**config.mk**
```make
export PLATFORM = sky130hd
export DESIGN_NAME = bootpin_preload
export DESIGN_NICKNAME = d
export VERILOG_FILES = /design/src/rtl/bcp_pkg.sv /design/src/rtl/bcp_byte_eng.sv /design/src/rtl/bcp_rec_buf.sv /design/src/rtl/bootpin_preload.sv
export SDC_FILE = /design/constraint.sdc
export NUM_CORES = 1
export LEC_CHECK = 0
export ABC_AREA = 1
export CAP_MARGIN = 20
export CORE_AREA = 2 2 161 163
export CTS_CLUSTER_DIAMETER = 80
export DETAILED_ROUTE_END_ITERATION = 8
export DIE_AREA = 0 0 163 165
export PLACE_DENSITY = 0.74
export SYNTH_ARGS = -nofsm -noshare
export SYNTH_HDL_FRONTEND = slang
export SYNTH_SLANG_ARGS = --single-unit
export TNS_END_PERCENT = 100
```
**constraint.sdc**
```tcl
create_clock -name clk -period 5.4 [get_ports clk]
set_clock_uncertainty 0.2 [all_clocks]
set_input_delay 1.62 -clock clk [delete_from_list [all_inputs] [get_ports clk]]
set_output_delay 1.62 -clock clk [all_outputs]
set_load 0.02 [all_outputs]
```
**src/rtl/bcp_pkg.sv**
```systemverilog
package bcp_pkg;

    // Bus primitives executed by the byte engine
    typedef enum logic [1:0] {
        OP_START,
        OP_STOP,
        OP_WRITE,
        OP_READ
    } bus_op_e;

    // Sequencer states
    typedef enum logic [3:0] {
        ST_BEGIN,
        ST_START,
        ST_DEVW,
        ST_WADDR,
        ST_RESTART,
        ST_DEVR,
        ST_READ,
        ST_STOP,
        ST_APPLY,
        ST_DONE
    } seq_state_e;

endpackage

```
**src/rtl/bcp_byte_eng.sv**
```systemverilog
// Executes one bus primitive at a time. Each bit takes four quarter phases
// of QTR_CYC clocks; line drives are registered and held between primitives.
module bcp_byte_eng
    import bcp_pkg::*;
#(
    parameter int QTR_CYC = 4   // must be >= 2
) (
    input  logic       clk,
    input  logic       rst_n,
    input  logic       op_go,
    input  bus_op_e    op_sel,
    input  logic [7:0] wr_byte,
    input  logic       send_ack,
    input  logic       sda_in,
    output logic       op_done,
    output logic [7:0] rd_byte,
    output logic       got_ack,
    output logic       scl_low,
    output logic       sda_low
);
    localparam int TW = (QTR_CYC > 1) ? $clog2(QTR_CYC) : 1;
    localparam logic [TW-1:0] TICK_LAST = TW'(QTR_CYC - 1);

    logic          busy_q;
    bus_op_e       op_q;
    logic [TW-1:0] tick_q;
    logic [1:0]    qtr_q;
    logic [3:0]    bit_q;
    logic [7:0]    tx_q;
    logic          ack_q;
    logic          scl_nx, sda_nx;

    logic       tick_end, is_data;
    logic [3:0] last_bit;
    assign tick_end = (tick_q == TICK_LAST);
    assign is_data  = (op_q == OP_WRITE) || (op_q == OP_READ);
    assign last_bit = is_data ? 4'd8 : 4'd0;

    // Line levels for the current quarter (1 = drive low)
    always_comb begin
        case (op_q)
            OP_START: begin
                scl_nx = (qtr_q == 2'd0) || (qtr_q == 2'd3);
                sda_nx = qtr_q[1];
            end
            OP_STOP: begin
                scl_nx = (qtr_q == 2'd0);
                sda_nx = (qtr_q < 2'd2);
            end
            default: begin
                scl_nx = (qtr_q == 2'd0) || (qtr_q == 2'd3);
                if (bit_q == 4'd8)
                    sda_nx = (op_q == OP_READ) && ack_q;
                else
                    sda_nx = (op_q == OP_WRITE) && !tx_q[7];
            end
        endcase
    end

    always_ff @(posedge clk) begin
        if (!rst_n) begin
            busy_q  <= 1'b0;
            op_q    <= OP_STOP;
            tick_q  <= '0;
            qtr_q   <= 2'd0;
            bit_q   <= 4'd0;
            tx_q    <= 8'h00;
            ack_q   <= 1'b0;
            op_done <= 1'b0;
            rd_byte <= 8'h00;
            got_ack <= 1'b0;
            scl_low <= 1'b0;
            sda_low <= 1'b0;
        end else begin
            op_done <= 1'b0;
            if (!busy_q) begin
                if (op_go) begin
                    busy_q <= 1'b1;
                    op_q   <= op_sel;
                    tx_q   <= wr_byte;
                    ack_q  <= send_ack;
                    tick_q <= '0;
                    qtr_q  <= 2'd0;
                    bit_q  <= 4'd0;
                end
            end else begin
                scl_low <= scl_nx;
                sda_low <= sda_nx;
                if (tick_end) begin
                    tick_q <= '0;
                    qtr_q  <= qtr_q + 2'd1;
                    if (qtr_q == 2'd1 && is_data) begin
                        if (bit_q < 4'd8 && op_q == OP_READ)
                            rd_byte <= {rd_byte[6:0], sda_in};
                        if (bit_q == 4'd8 && op_q == OP_WRITE)
                            got_ack <= !sda_in;
                    end
                    if (qtr_q == 2'd3) begin
                        tx_q <= {tx_q[6:0], 1'b0};
                        if (bit_q == last_bit) begin
                            busy_q  <= 1'b0;
                            op_done <= 1'b1;
                        end else begin
                            bit_q <= bit_q + 4'd1;
                        end
                    end
                end else begin
                    tick_q <= tick_q + TW'(1);
                end
            end
        end
    end

    // data/ack bits never move SDA while SCL is released
    p_sda_stable_scl_high_r3: assert property (@(posedge clk) disable iff (!rst_n)
        (busy_q && is_data && $past(busy_q) && !scl_low && !$past(scl_low))
            |-> $stable(sda_low));

    // completion pulse only ends an active primitive
    p_done_after_busy_r2: assert property (@(posedge clk) disable iff (!rst_n)
        op_done |-> !busy_q && $past(busy_q));

endmodule

```
**src/rtl/bcp_rec_buf.sv**
```systemverilog
// Holds the received record; byte 0 sits at the least significant end.
module bcp_rec_buf #(
    parameter  int PIN_BYTES = 8,
    localparam int REC_BYTES = 2 * PIN_BYTES + 2,
    localparam int IW        = $clog2(REC_BYTES)
) (
    input  logic                   clk,
    input  logic                   rst_n,
    input  logic                   wr_en,
    input  logic [IW-1:0]          wr_idx,
    input  logic [7:0]             wr_byte,
    output logic [PIN_BYTES*8-1:0] out_img,
    output logic [PIN_BYTES*8-1:0] dir_img,
    output logic [7:0]             boot_img,
    output logic [7:0]             lib_img,
    output logic                   pins_blank
);
    localparam int PW = PIN_BYTES * 8;

    logic [REC_BYTES*8-1:0] rec_flat;

    for (genvar g = 0; g < REC_BYTES; g++) begin : g_byte
        logic [7:0] b_q;
        always_ff @(posedge clk) begin
            if (!rst_n)
                b_q <= 8'h00;
            else if (wr_en && wr_idx == IW'(g))
                b_q <= wr_byte;
        end
        assign rec_flat[g*8 +: 8] = b_q;
    end

    assign out_img    = rec_flat[PW-1:0];
    assign dir_img    = rec_flat[2*PW-1:PW];
    assign boot_img   = rec_flat[2*PW +: 8];
    assign lib_img    = rec_flat[2*PW+8 +: 8];
    assign pins_blank = &rec_flat[2*PW-1:0];

endmodule

```
**src/rtl/bootpin_preload.sv**
```systemverilog
module bootpin_preload
    import bcp_pkg::*;
#(
    parameter int         PORT_W   = 64,
    parameter logic [6:0] DEV_ADDR = 7'h50,
    parameter int         QTR_CYC  = 4
) (
    input  logic              clk,
    input  logic              rst_n,
    output logic              scl_drive_low,
    output logic              sda_drive_low,
    input  logic              sda_in,
    output logic [PORT_W-1:0] port_out,
    output logic [PORT_W-1:0] port_dir,
    output logic [7:0]        boot_src,
    output logic [7:0]        lib_idx,
    output logic              cfg_valid,
    output logic              preload_done
);
    localparam int PIN_BYTES = PORT_W / 8;
    localparam int REC_BYTES = 2 * PIN_BYTES + 2;
    localparam int IW        = $clog2(REC_BYTES);
    localparam logic [IW-1:0] LAST_IDX = IW'(REC_BYTES - 1);

    seq_state_e state_q, state_d;
    logic          wait_q, abort_q;
    logic [IW-1:0] byte_cnt;

    logic       op_go, send_ack, in_op;
    bus_op_e    op_sel;
    logic [7:0] wr_byte;
    logic       op_done, got_ack;
    logic [7:0] rd_byte;

    logic [PORT_W-1:0] out_img, dir_img;
    logic [7:0]        boot_img, lib_img;
    logic              img_blank;

    bcp_byte_eng #(.QTR_CYC(QTR_CYC)) eng_i (
        .clk(clk), .rst_n(rst_n), .op_go(op_go), .op_sel(op_sel),
        .wr_byte(wr_byte), .send_ack(send_ack), .sda_in(sda_in),
        .op_done(op_done), .rd_byte(rd_byte), .got_ack(got_ack),
        .scl_low(scl_drive_low), .sda_low(sda_drive_low)
    );

    bcp_rec_buf #(.PIN_BYTES(PIN_BYTES)) buf_i (
        .clk(clk), .rst_n(rst_n),
        .wr_en(state_q == ST_READ && op_done), .wr_idx(byte_cnt), .wr_byte(rd_byte),
        .out_img(out_img), .dir_img(dir_img), .boot_img(boot_img),
        .lib_img(lib_img), .pins_blank(img_blank)
    );

    // State register
    always_ff @(posedge clk) begin
        if (!rst_n) state_q <= ST_BEGIN;
        else        state_q <= state_d;
    end

    // Next state
    always_comb begin
        state_d = state_q;
        unique case (state_q)
            ST_BEGIN:   state_d = ST_START;
            ST_START:   if (op_done) state_d = ST_DEVW;
            ST_DEVW:    if (op_done) state_d = got_ack ? ST_WADDR : ST_STOP;
            ST_WADDR:   if (op_done) state_d = got_ack ? ST_RESTART : ST_STOP;
            ST_RESTART: if (op_done) state_d = ST_DEVR;
            ST_DEVR:    if (op_done) state_d = got_ack ? ST_READ : ST_STOP;
            ST_READ:    if (op_done && byte_cnt == LAST_IDX) state_d = ST_STOP;
            ST_STOP:    if (op_done) state_d = ST_APPLY;
            ST_APPLY:   state_d = ST_DONE;
            ST_DONE:    state_d = ST_DONE;
            default:    state_d = ST_BEGIN;
        endcase
    end

    // Engine command outputs
    always_comb begin
        in_op    = 1'b1;
        op_sel   = OP_START;
        wr_byte  = 8'h00;
        send_ack = 1'b0;
        unique case (state_q)
            ST_START, ST_RESTART: op_sel = OP_START;
            ST_DEVW: begin
                op_sel  = OP_WRITE;
                wr_byte = {DEV_ADDR, 1'b0};
            end
            ST_WADDR: op_sel = OP_WRITE;
            ST_DEVR: begin
                op_sel  = OP_WRITE;
                wr_byte = {DEV_ADDR, 1'b1};
            end
            ST_READ: begin
                op_sel   = OP_READ;
                send_ack = (byte_cnt != LAST_IDX);
            end
            ST_STOP: op_sel = OP_STOP;
            default: in_op = 1'b0;
        endcase
        op_go = in_op && !wait_q;
    end

    // Sequencer datapath and block outputs
    always_ff @(posedge clk) begin
        if (!rst_n) begin
            wait_q       <= 1'b0;
            abort_q      <= 1'b0;
            byte_cnt     <= '0;
            port_out     <= '0;
            port_dir     <= '0;
            boot_src     <= 8'h00;
            lib_idx      <= 8'h00;
            cfg_valid    <= 1'b0;
            preload_done <= 1'b0;
        end else begin
            if (op_go)   wait_q <= 1'b1;
            if (op_done) wait_q <= 1'b0;
            if (op_done && !got_ack &&
                (state_q == ST_DEVW || state_q == ST_WADDR || state_q == ST_DEVR))
                abort_q <= 1'b1;
            if (state_q == ST_READ && op_done)
                byte_cnt <= byte_cnt + IW'(1);
            if (state_q == ST_APPLY) begin
                preload_done <= 1'b1;
                if (!abort_q && !img_blank) begin
                    port_out  <= out_img;
                    port_dir  <= dir_img;
                    boot_src  <= boot_img;
                    lib_idx   <= lib_img;
                    cfg_valid <= 1'b1;
                end
            end
        end
    end

    // pin registers move only together with the rise of preload_done
    p_pins_move_at_done_r5: assert property (@(posedge clk) disable iff (!rst_n)
        (!$stable(port_out) || !$stable(port_dir)) |-> $rose(preload_done));

    // done is sticky and the bus is left released
    p_done_sticky_r8: assert property (@(posedge clk) disable iff (!rst_n)
        preload_done |=> preload_done);
    p_bus_idle_after_done_r8: assert property (@(posedge clk) disable iff (!rst_n)
        preload_done |-> !scl_drive_low && !sda_drive_low);

    // validity never precedes completion
    p_valid_needs_done_r6: assert property (@(posedge clk) disable iff (!rst_n)
        cfg_valid |-> preload_done);

    // a blank record in the buffer is never marked valid
    p_blank_not_applied_r7: assert property (@(posedge clk) disable iff (!rst_n)
        (state_q == ST_APPLY && img_blank) |=> !cfg_valid);

endmodule

```
# Word-level counts from Yosys, hierarchy flattened
# Index checks and enable logic that the tools add are counted.
# W data, S select, Z words.
op_classes:
  n_reduce_logical: 58
  bitwise: 2
  eq_ne: 45
  n_addsub: 4
  n_lt_le_gt_ge: 2
  muxes: 39
op_table:
  columns: ["cell", "n"]
  rows:
  - ["$reduce_and A128 Y1", 1]
  - ["$mux W4", 13]
  - ["$eq A5 B4 Y1 const B", 8]
  - ["$pmux W4 S9", 1]
  - ["$mux W8", 4]
  - ["$logic_and A1 B1 Y1", 29]
  - ["$eq A5 B3 Y1 const B", 4]
  - ["$eq A4 B3 Y1 const B", 4]
  - ["$pmux W8 S2", 1]
  - ["$reduce_and A4 Y1", 4]
  - ["$ne A2 B1 Y1 const B", 7]
  - ["$eq A4 B4 Y1 const B", 3]
  - ["$mux W2", 6]
  - ["$mux W1", 11]
  - ["$eq A5 B2 Y1 const B", 2]
  - ["$eq A5 B5 Y1 const B", 2]
  - ["$eq A2 B2 Y1 const B", 4]
  - ["$eq A4 B2 Y1 const B", 2]
  - ["$reduce_and A7 Y1", 1]
  - ["$reduce_or A7 Y1", 1]
  - ["$logic_not A1 Y1", 6]
  - ["$ne A2 B2 Y1 const B", 3]
  - ["$pmux W2 S3", 1]
  - ["$reduce_and A2 Y1", 3]
  - ["other kinds (21)", 29]
word_totals:
  in_bits: 3
  register_bits: 333
  out_inout_bits: 148
  wordCells: 190

# Depth between registers and ports, before layout
# Gate-level depths: netlist of the first run.
logic_depth:
  word_depth: 8
  ltp_mapped: 12
  mapped_depth_nobuf: 10

# By module
# From an unflattened synthesis of the first run, not the netlist that was laid out.
hier_totals:
  cells_unflattened: 1711
  area_unflattened_um2: 13594.3
modules_own_cells:
  columns: ["module", "area_per_inst_um2", "cells_each", "n_inst", "seq_area_each_um2"]
  rows:
  - ["bootpin_preload", 6439.9, 754, 1, 3143.0]
  - ["bcp_rec_buf", 5657.9, 761, 1, 2882.8]
  - ["bcp_byte_eng", 1496.4, 196, 1, 640.6]

# Worst setup path after synthesis of the first run
# OpenSTA, ideal clock, no wires.
synth_timing:
  path_kind: "input-to-reg"
  startpoint: "input rst_n"
  endpoint: "register port_dir[11]"
  setup_ns: 0.064
  required_ns: 5.136
  cell_stages: 5
  slack_ns: 2.567
  path_buffers: 3
  arrival_time_ns: 2.569
  path_cell_list: "clkbuf_1 clkbuf_1 clkbuf_1 nand2_1 nor2_1"
synth_rtl:
  columns: ["item", "line", "text"]
  rows:
  - ["start, declared", "bootpin_preload.sv:9", "input logic rst_n,"]
  - ["end signal, assigned", "bootpin_preload.sv:128", "port_dir <= dir_img;"]
  - ["end, declared", "bootpin_preload.sv:14", "output logic [PORT_W-1:0] port_dir,"]

# Final worst setup path of the first run
layout_timing:
  startpoint: "register port_dir[0]"
  endpoint: "output port_dir[0]"
# No word-level cell between the ends.

==> results of run 1 <==
==> power by group <==
group,switching (µW),total [µW],internal [µW]
Sequential,53.9,2570,2510
Clock,942,2390,1450
Combinational,299,451,152
Total,1300,5410,4120
==> layout make-up <==
type / instances / share of cell area [%]
timing repair buffer: 158 / 10.1
multi-input combinational: 1209 / 34.8
tap: 330 / 2.55
sequential: 333 / 41.2
inverter: 183 / 4.26
clock buffer: 50 / 6.51
clock inverter: 10 / 0.641
==> flip-flops by register name (all words and copies together), names as in the netlist, 2 cells and up <==
register,cells
eng_i.rd_byte,8
port_dir,64
lib_idx,8
eng_i.tick_q,2
boot_src,8
eng_i.tx_q,8
byte_cnt,5
buf_i.g_byte.b_q,128
port_out,64
state_q,4
eng_i.bit_q,4
eng_i.qtr_q,2
eng_i.op_q,2
buf_i.lib_img,8
buf_i.boot_img,8
==> final timing paths <==
| kind | start | to | slack [ns] | depth (start not counted) |
|---|---|---|---|---|
| max | port_dir[0]$_SDFFE_PN0P_ | port_dir[0] | 2.06 | 1 |
| min | buf_i.boot_img[0]$_SDFFE_PN0P_ | buf_i.boot_img[0]$_SDFFE_PN0P_ | 0.25 | 2 |
| max reg2reg | buf_i.g_byte[7].b_q[0]$_SDFFE_PN0P_ | port_out[63]$_SDFFE_PN0P_ | 2.59 | 11 |
| min reg2reg | buf_i.boot_img[0]$_SDFFE_PN0P_ | buf_i.boot_img[0]$_SDFFE_PN0P_ | 0.25 | 2 |
==> metrics by stage <==
stage | std cells | utilization (%) | setup slack [ns] | power [µW]
after global routing | 2273 | 64.7 | 2.02 | 5620
after detailed placement | 2211 | 59.9 | 1.73 | 3060
after floorplan | 1863 | - | 2.57 | 2950
after global placement | 2211 | 59.9 | 1.70 | 3050
after CTS | 2271 | 64.5 | 2.04 | 5450
final | 2273 | 64.7 | 2.06 | 5410
==> synthesized netlist by cell type, drive strengths merged <==
cell type | count | area (µm²)
a21oi | 317 | 1590
o221ai | 1 | 8.76
o21ai | 165 | 826
a31oi | 4 | 25.0
a41oi | 1 | 8.76
ha | 11 | 138
xor2 | 2 | 17.5
a211oi | 3 | 22.5
dfxtp | 333 | 6670
nor3 | 8 | 78.8
nand3b | 1 | 7.51
nor2 | 234 | 903
a22oi | 1 | 7.51
and3 | 1 | 6.26
nand3 | 158 | 796
nand4 | 7 | 62.6
nand2 | 293 | 1120
clkbuf | 67 | 251
inv | 181 | 682
o32ai | 1 | 8.76
buf | 71 | 389
clkinv | 2 | 7.51
o22ai | 1 | 6.26
==> cells by family after synthesis <==
kind of cell	synth area share, %
buf+inv	9.76
compound gates	18.3
flops	48.9
simple gates	21.9
fa+ha+maj	1.01
xor+xnor	0.129
==> routing by layer <==
metal  up-vias  GRT usage [%]  wire, µm
li1       6152              -         -
met2       288           37.1     14600
met3        47           3.49      1590
met4         0           6.92       669
met1      5472           34.0     15500
met5         -              0         0
==> parameters.txt, run 1 <==
Parameter                              Value

Worst setup path
  Worst path required time ... 3.58 ns
  Critical path startpoint category ... flop
  Classification of the worst setup path ... flop to output port
  Ordered list of cells on the worst path ... clkdlybuf4s50_1
  Endpoint kind of the worst setup timing path ... output port
  Data arrival time at the worst-slack endpoint ... 1.52 ns
  Buffers plus inverters on the worst setup path ... 1
  CP peak stage delay ... 0.64 ns
  CP max FO ... 2
  Library cell contributing the largest single delay on the critical path ... sky130_fd_sc_hd__clkdlybuf4s50_1
  Crit-path leading delay family ... buffers and inverters

Drt
  Total routed wirelength ... 32.4 mm
  Number of vias per cell after detailed routing ... 5.26
  Detailed Routing Iterations Pass 1 ... 6
  Via Count ... 12000
  Initial DRC Count ... 910
  DRC violation count after routing ... 0
  WL per Instance ... 14.3 µm
  ANT nets after route ... 0

Power and ir drop
  Power density normalized to cell area ... 334 mW/mm²
  Max rail drop VDD ... 0.275 mV
  Total leakage power ... 0.00575 µW

Logic synthesis
  Average footprint of a synthesized cell ... 7.32 µm²
  Yosys warns ... 0
  Net count after synthesis ... 1877
  Number of synthesized register bits ... 333
  Netlist area before placement ... 0.0136 mm²
  Count of cell types in the netlist ... 35
  Proportion of synthesized chip area in sequential cells ... 48.9%
  Synthesized instance count ... 1863

Global routing
  Pin count of the biggest net entering global routing ... 203
  Via count of the first global-routing pass ... 10700
  Total global routing track utilization ... 23.7%
  First-pass GRT wire length ... 52.8 mm
  Grt ovf ... 0
  Antenna violations before repair ... 0

Clock tree
  Root buf cell ... sky130_fd_sc_hd__clkbuf_16
  Number of clock sinks seen by CTS ... 333
  TritonCTS clock tree ... done
  Quantity of hold-fixing buffers added after cts ... 0
  Post-CTS setup buffers ... 0
  Worst-case clock buffer depth ... 3
  Source-to-sink clock delay at the later pin of the worst-skew pair ... 0.50 ns
  CTS H-tree lvls ... 2
  Total clock buffers created by CTS ... 35
  Clk pin slew, worst setup/hold paths ... 0.06 ns
  Post-cts repair resize count ... 0

Placed design
  Detail Placement HPWL ... 19.5 mm
  Port-buffer cells ... 150
  Placed inst area ... 0.0150 mm²
  GPL Wtd Cong ... 0.838

Min path
  Tightest Hold Check Type ... flop to flop

Timing
  Actual transition at the worst max-transition pin ... 1.16 ns
  Count of endpoints failing hold in the final timing report ... 0
  Worst-case headroom to the max-slew limit ... 22.7%
  Setup repair after global routing missed its margin ... no
  Final Cycle Share ... 61.8%
  Final critical delay including setup and external delays ... 3.34 ns
  Pins over their slew limit ... 0
  Final setup violation count ... 0
  WHS ... 0.252 ns
  Highest clock rate ... 299 MHz
  Total negative slack ... 0 ns

Floorplan
  Starting density of the core ... 54.4%
  Placeable core region ... 0.0250 mm²
  Die boundary height ... 165 µm
  Number of core rows ... 58
  Area of the die ... 0.0269 mm²
  IO Pins ... 151
  Die Width ... 163 µm

Cells and area
  Antenna Diode Count ... 0
  Filler Cells Inserted ... 2221
  Most used cells in the layout excluding fill and tap cells ... sky130_fd_sc_hd__dfxtp_1 (333), sky130_fd_sc_hd__a21oi_1 (317), sky130_fd_sc_hd__nand2_1 (282), sky130_fd_sc_hd__nor2_1 (230), sky130_fd_sc_hd__inv_1 (178)
  Most common cell after layout, fill and taps aside ... sky130_fd_sc_hd__dfxtp_1
  Layout cell share with drive strength beyond 1 ... 4.63%
  Post-route cell area ... 0.0162 mm²
  Total area of multi-input combinational cells ... 0.00564 mm²
  Area growth syn-to-layout ... 18.8%
  Count of nets after finishing ... 1934
  Flip-flop and latch area ... 0.00667 mm²

Status
  Run status ... finished, final reports clean

Job
  Number of violations of the max-capacitance limit ... 0
Power figures use the tool's default switching activity.
==> run 2: changes to the inputs <==
- clock period: 5.4 -> 3.22 ns (I/O delays scaled with it)
==> run 2 against run 1 <==
Final area grew 0.19%. First-iteration DRC count grew 4.8%. Core utilization grew 0.12 points. Clock-buffer cell count grew 7. Power grew 69%. Worst hold slack gained 0.0025 ns. Wire length grew 1.3%. Critical endpoint unchanged. Sequential share of layout area shrank 0.076 points. Clock power grew 71%. Register-to-register slack lost 1.8 ns. Flip-flop and latch count is the same. Die area is the same.
==> parameters.txt, run 2 (synthesis results as in run 1) <==
Parameter                              Value

Power and ir drop
  Power density normalized to cell area ... 563 mW/mm²
  Max rail drop VDD ... 0.330 mV
  Total leakage power ... 0.00575 µW

Timing
  Pins over their slew limit ... 0
  Minimum setup slack in the final design ... 0.463 ns
  Total negative slack ... 0 ns
  Actual transition at the worst max-transition pin ... 1.22 ns
  Setup repair after global routing missed its margin ... no
  Final setup violation count ... 0
  Worst-case headroom to the max-slew limit ... 18.7%
  Final critical delay including setup and external delays ... 2.76 ns
  WHS ... 0.254 ns
  Count of endpoints failing hold in the final timing report ... 0
  Highest clock rate ... 363 MHz
  Final Cycle Share ... 85.6%

Worst setup path
  Classification of the worst setup path ... flop to output port
  Critical path startpoint category ... flop
  Worst R2R Start ... state_q[1]$_SDFFE_PN0P_
  End of the worst register-to-register path ... buf_i.boot_img[0]$_SDFFE_PN0P_
  Ordered list of cells on the worst path ... clkdlybuf4s50_1
  Worst path required time ... 2.05 ns
  Endpoint kind of the worst setup timing path ... output port
  R2R depth ... 7
  Setup slack, reg-to-reg ... 0.79 ns
  Crit-path leading delay family ... buffers and inverters
  Buffers plus inverters on the worst setup path ... 1
  Data arrival time at the worst-slack endpoint ... 1.59 ns
  CP peak stage delay ... 0.65 ns
  Library cell contributing the largest single delay on the critical path ... sky130_fd_sc_hd__clkdlybuf4s50_1
  CP max FO ... 2

Placed design
  Detail Placement HPWL ... 19.6 mm
  Port-buffer cells ... 150
  Pre-CTS worst setup slack ... 0.867 ns
  Placed inst area ... 0.0150 mm²
  GPL Wtd Cong ... 0.857

Global routing
  Via count of the first global-routing pass ... 10800
  Total global routing track utilization ... 24.1%
  Antenna violations before repair ... 0
  Pin count of the biggest net entering global routing ... 198
  First-pass GRT wire length ... 53.1 mm
  Grt ovf ... 0

Cells and area
  Most used cells in the layout excluding fill and tap cells ... sky130_fd_sc_hd__dfxtp_1 (333), sky130_fd_sc_hd__a21oi_1 (317), sky130_fd_sc_hd__nand2_1 (282), sky130_fd_sc_hd__nor2_1 (230), sky130_fd_sc_hd__inv_1 (178)
  Number of flip-flops in the largest register ... 128
  Layout cell share with drive strength beyond 1 ... 4.48%
  Most flop-heavy register ... buf_i.g_byte.b_q
  Count of nets after finishing ... 1935
  Antenna Diode Count ... 0
  Most common cell after layout, fill and taps aside ... sky130_fd_sc_hd__dfxtp_1
  Post-route cell area ... 0.0162 mm²
  Registers with the most flip-flops ... buf_i.g_byte.b_q: 128 flops, port_dir: 64 flops, port_out: 64 flops
  Area growth syn-to-layout ... 19.1%

Clock tree
  Worst-case clock buffer depth ... 3
  Post-cts repair resize count ... 0
  TritonCTS clock tree ... done
  Quantity of hold-fixing buffers added after cts ... 0
  Source-to-sink clock delay at the later pin of the worst-skew pair ... 0.51 ns
  Root buf cell ... sky130_fd_sc_hd__clkbuf_16
  Number of clock sinks seen by CTS ... 333
  Clk pin slew, worst setup/hold paths ... 0.06 ns
  CTS H-tree lvls ... 2
  Post-CTS setup buffers ... 0
  Total clock buffers created by CTS ... 35

Floorplan
  Die boundary height ... 165 µm
  Die Width ... 163 µm
  IO Pins ... 151
  Area of the die ... 0.0269 mm²
  Placeable core region ... 0.0250 mm²
  Number of core rows ... 58
  Starting density of the core ... 54.4%

Min path
  Worst Hold Endpoint ... buf_i.lib_img[2]$_SDFFE_PN0P_
  HP Start ... buf_i.lib_img[2]$_SDFFE_PN0P_
  Min-Delay Path Depth ... 2
  Tightest Hold Check Type ... flop to flop

Drt
  Initial DRC Count ... 954
  WL per Instance ... 14.4 µm
  DRC violation count after routing ... 0
  ANT nets after route ... 0
  Detailed Routing Iterations Pass 1 ... 6
  Number of vias per cell after detailed routing ... 5.22
  Total routed wirelength ... 32.8 mm
  Via Count ... 11900

Job
  Number of violations of the max-capacitance limit ... 0

Status
  Run status ... finished, final reports clean
run 2: changes by cell type in the layout (fill, tap and decap cells not counted), sizes merged:
cell,previous run,this run
buf,8,9
clkbuf,51,58
clkinv,10,3
run 2: final cells by class:
class | count | area (µm²)
Timing Repair Buffer | 159 | 1640
Fill cell | 2216 | 8810
Inverter | 183 | 689
Clock buffer | 57 | 1110
Clock inverter | 3 | 65.1
Tap cell | 330 | 413
Sequential cell | 333 | 6670
Multi-Input combinational cell | 1209 | 5640
run 2: worst max path at each step:
| stage | start | to | slack [ns] | depth (start not counted) |
|---|---|---|---|---|
| after floorplan | rst_n | port_dir[11]$_SDFFE_PN0P_ | 1.04 | 5 |
| after global placement | state_q[1]$_SDFFE_PN0P_ | buf_i.boot_img[5]$_SDFFE_PN0P_ | 0.90 | 7 |
| after detailed placement | state_q[1]$_SDFFE_PN0P_ | buf_i.boot_img[2]$_SDFFE_PN0P_ | 0.87 | 7 |
| after CTS | port_dir[0]$_SDFFE_PN0P_ | port_dir[0] | 0.44 | 1 |
| after global routing | port_dir[0]$_SDFFE_PN0P_ | port_dir[0] | 0.43 | 1 |
| final | port_dir[0]$_SDFFE_PN0P_ | port_dir[0] | 0.46 | 1 |
run 2: per-layer routing:
layer / up-vias / GRT usage, % / wire [µm]
met5: - / 0 / 0
li1: 6154 / - / -
met1: 5338 / 34.0 / 15700
met3: 35 / 4.17 / 1830
met4: 0 / 5.99 / 524
met2: 333 / 38.3 / 14800
run 2: where the power goes:
group | switching (µW) | leakage, µW | total (µW) | internal [µW]
clock | 1570 | 0.000578 | 4080 | 2510
combinational | 499 | 0.00249 | 755 | 256
sequential | 92.7 | 0.00268 | 4310 | 4210
total | 2170 | 0.00575 | 9140 | 6980
run 2: per-stage QoR:
step	util (%)	power, µW	std cells
floorplan	-	4950	1863
global placement	60.1	5130	2213
detailed placement	60.1	5140	2213
CTS	64.8	9200	2273
global route	64.8	9490	2274
finish	64.8	9140	2274
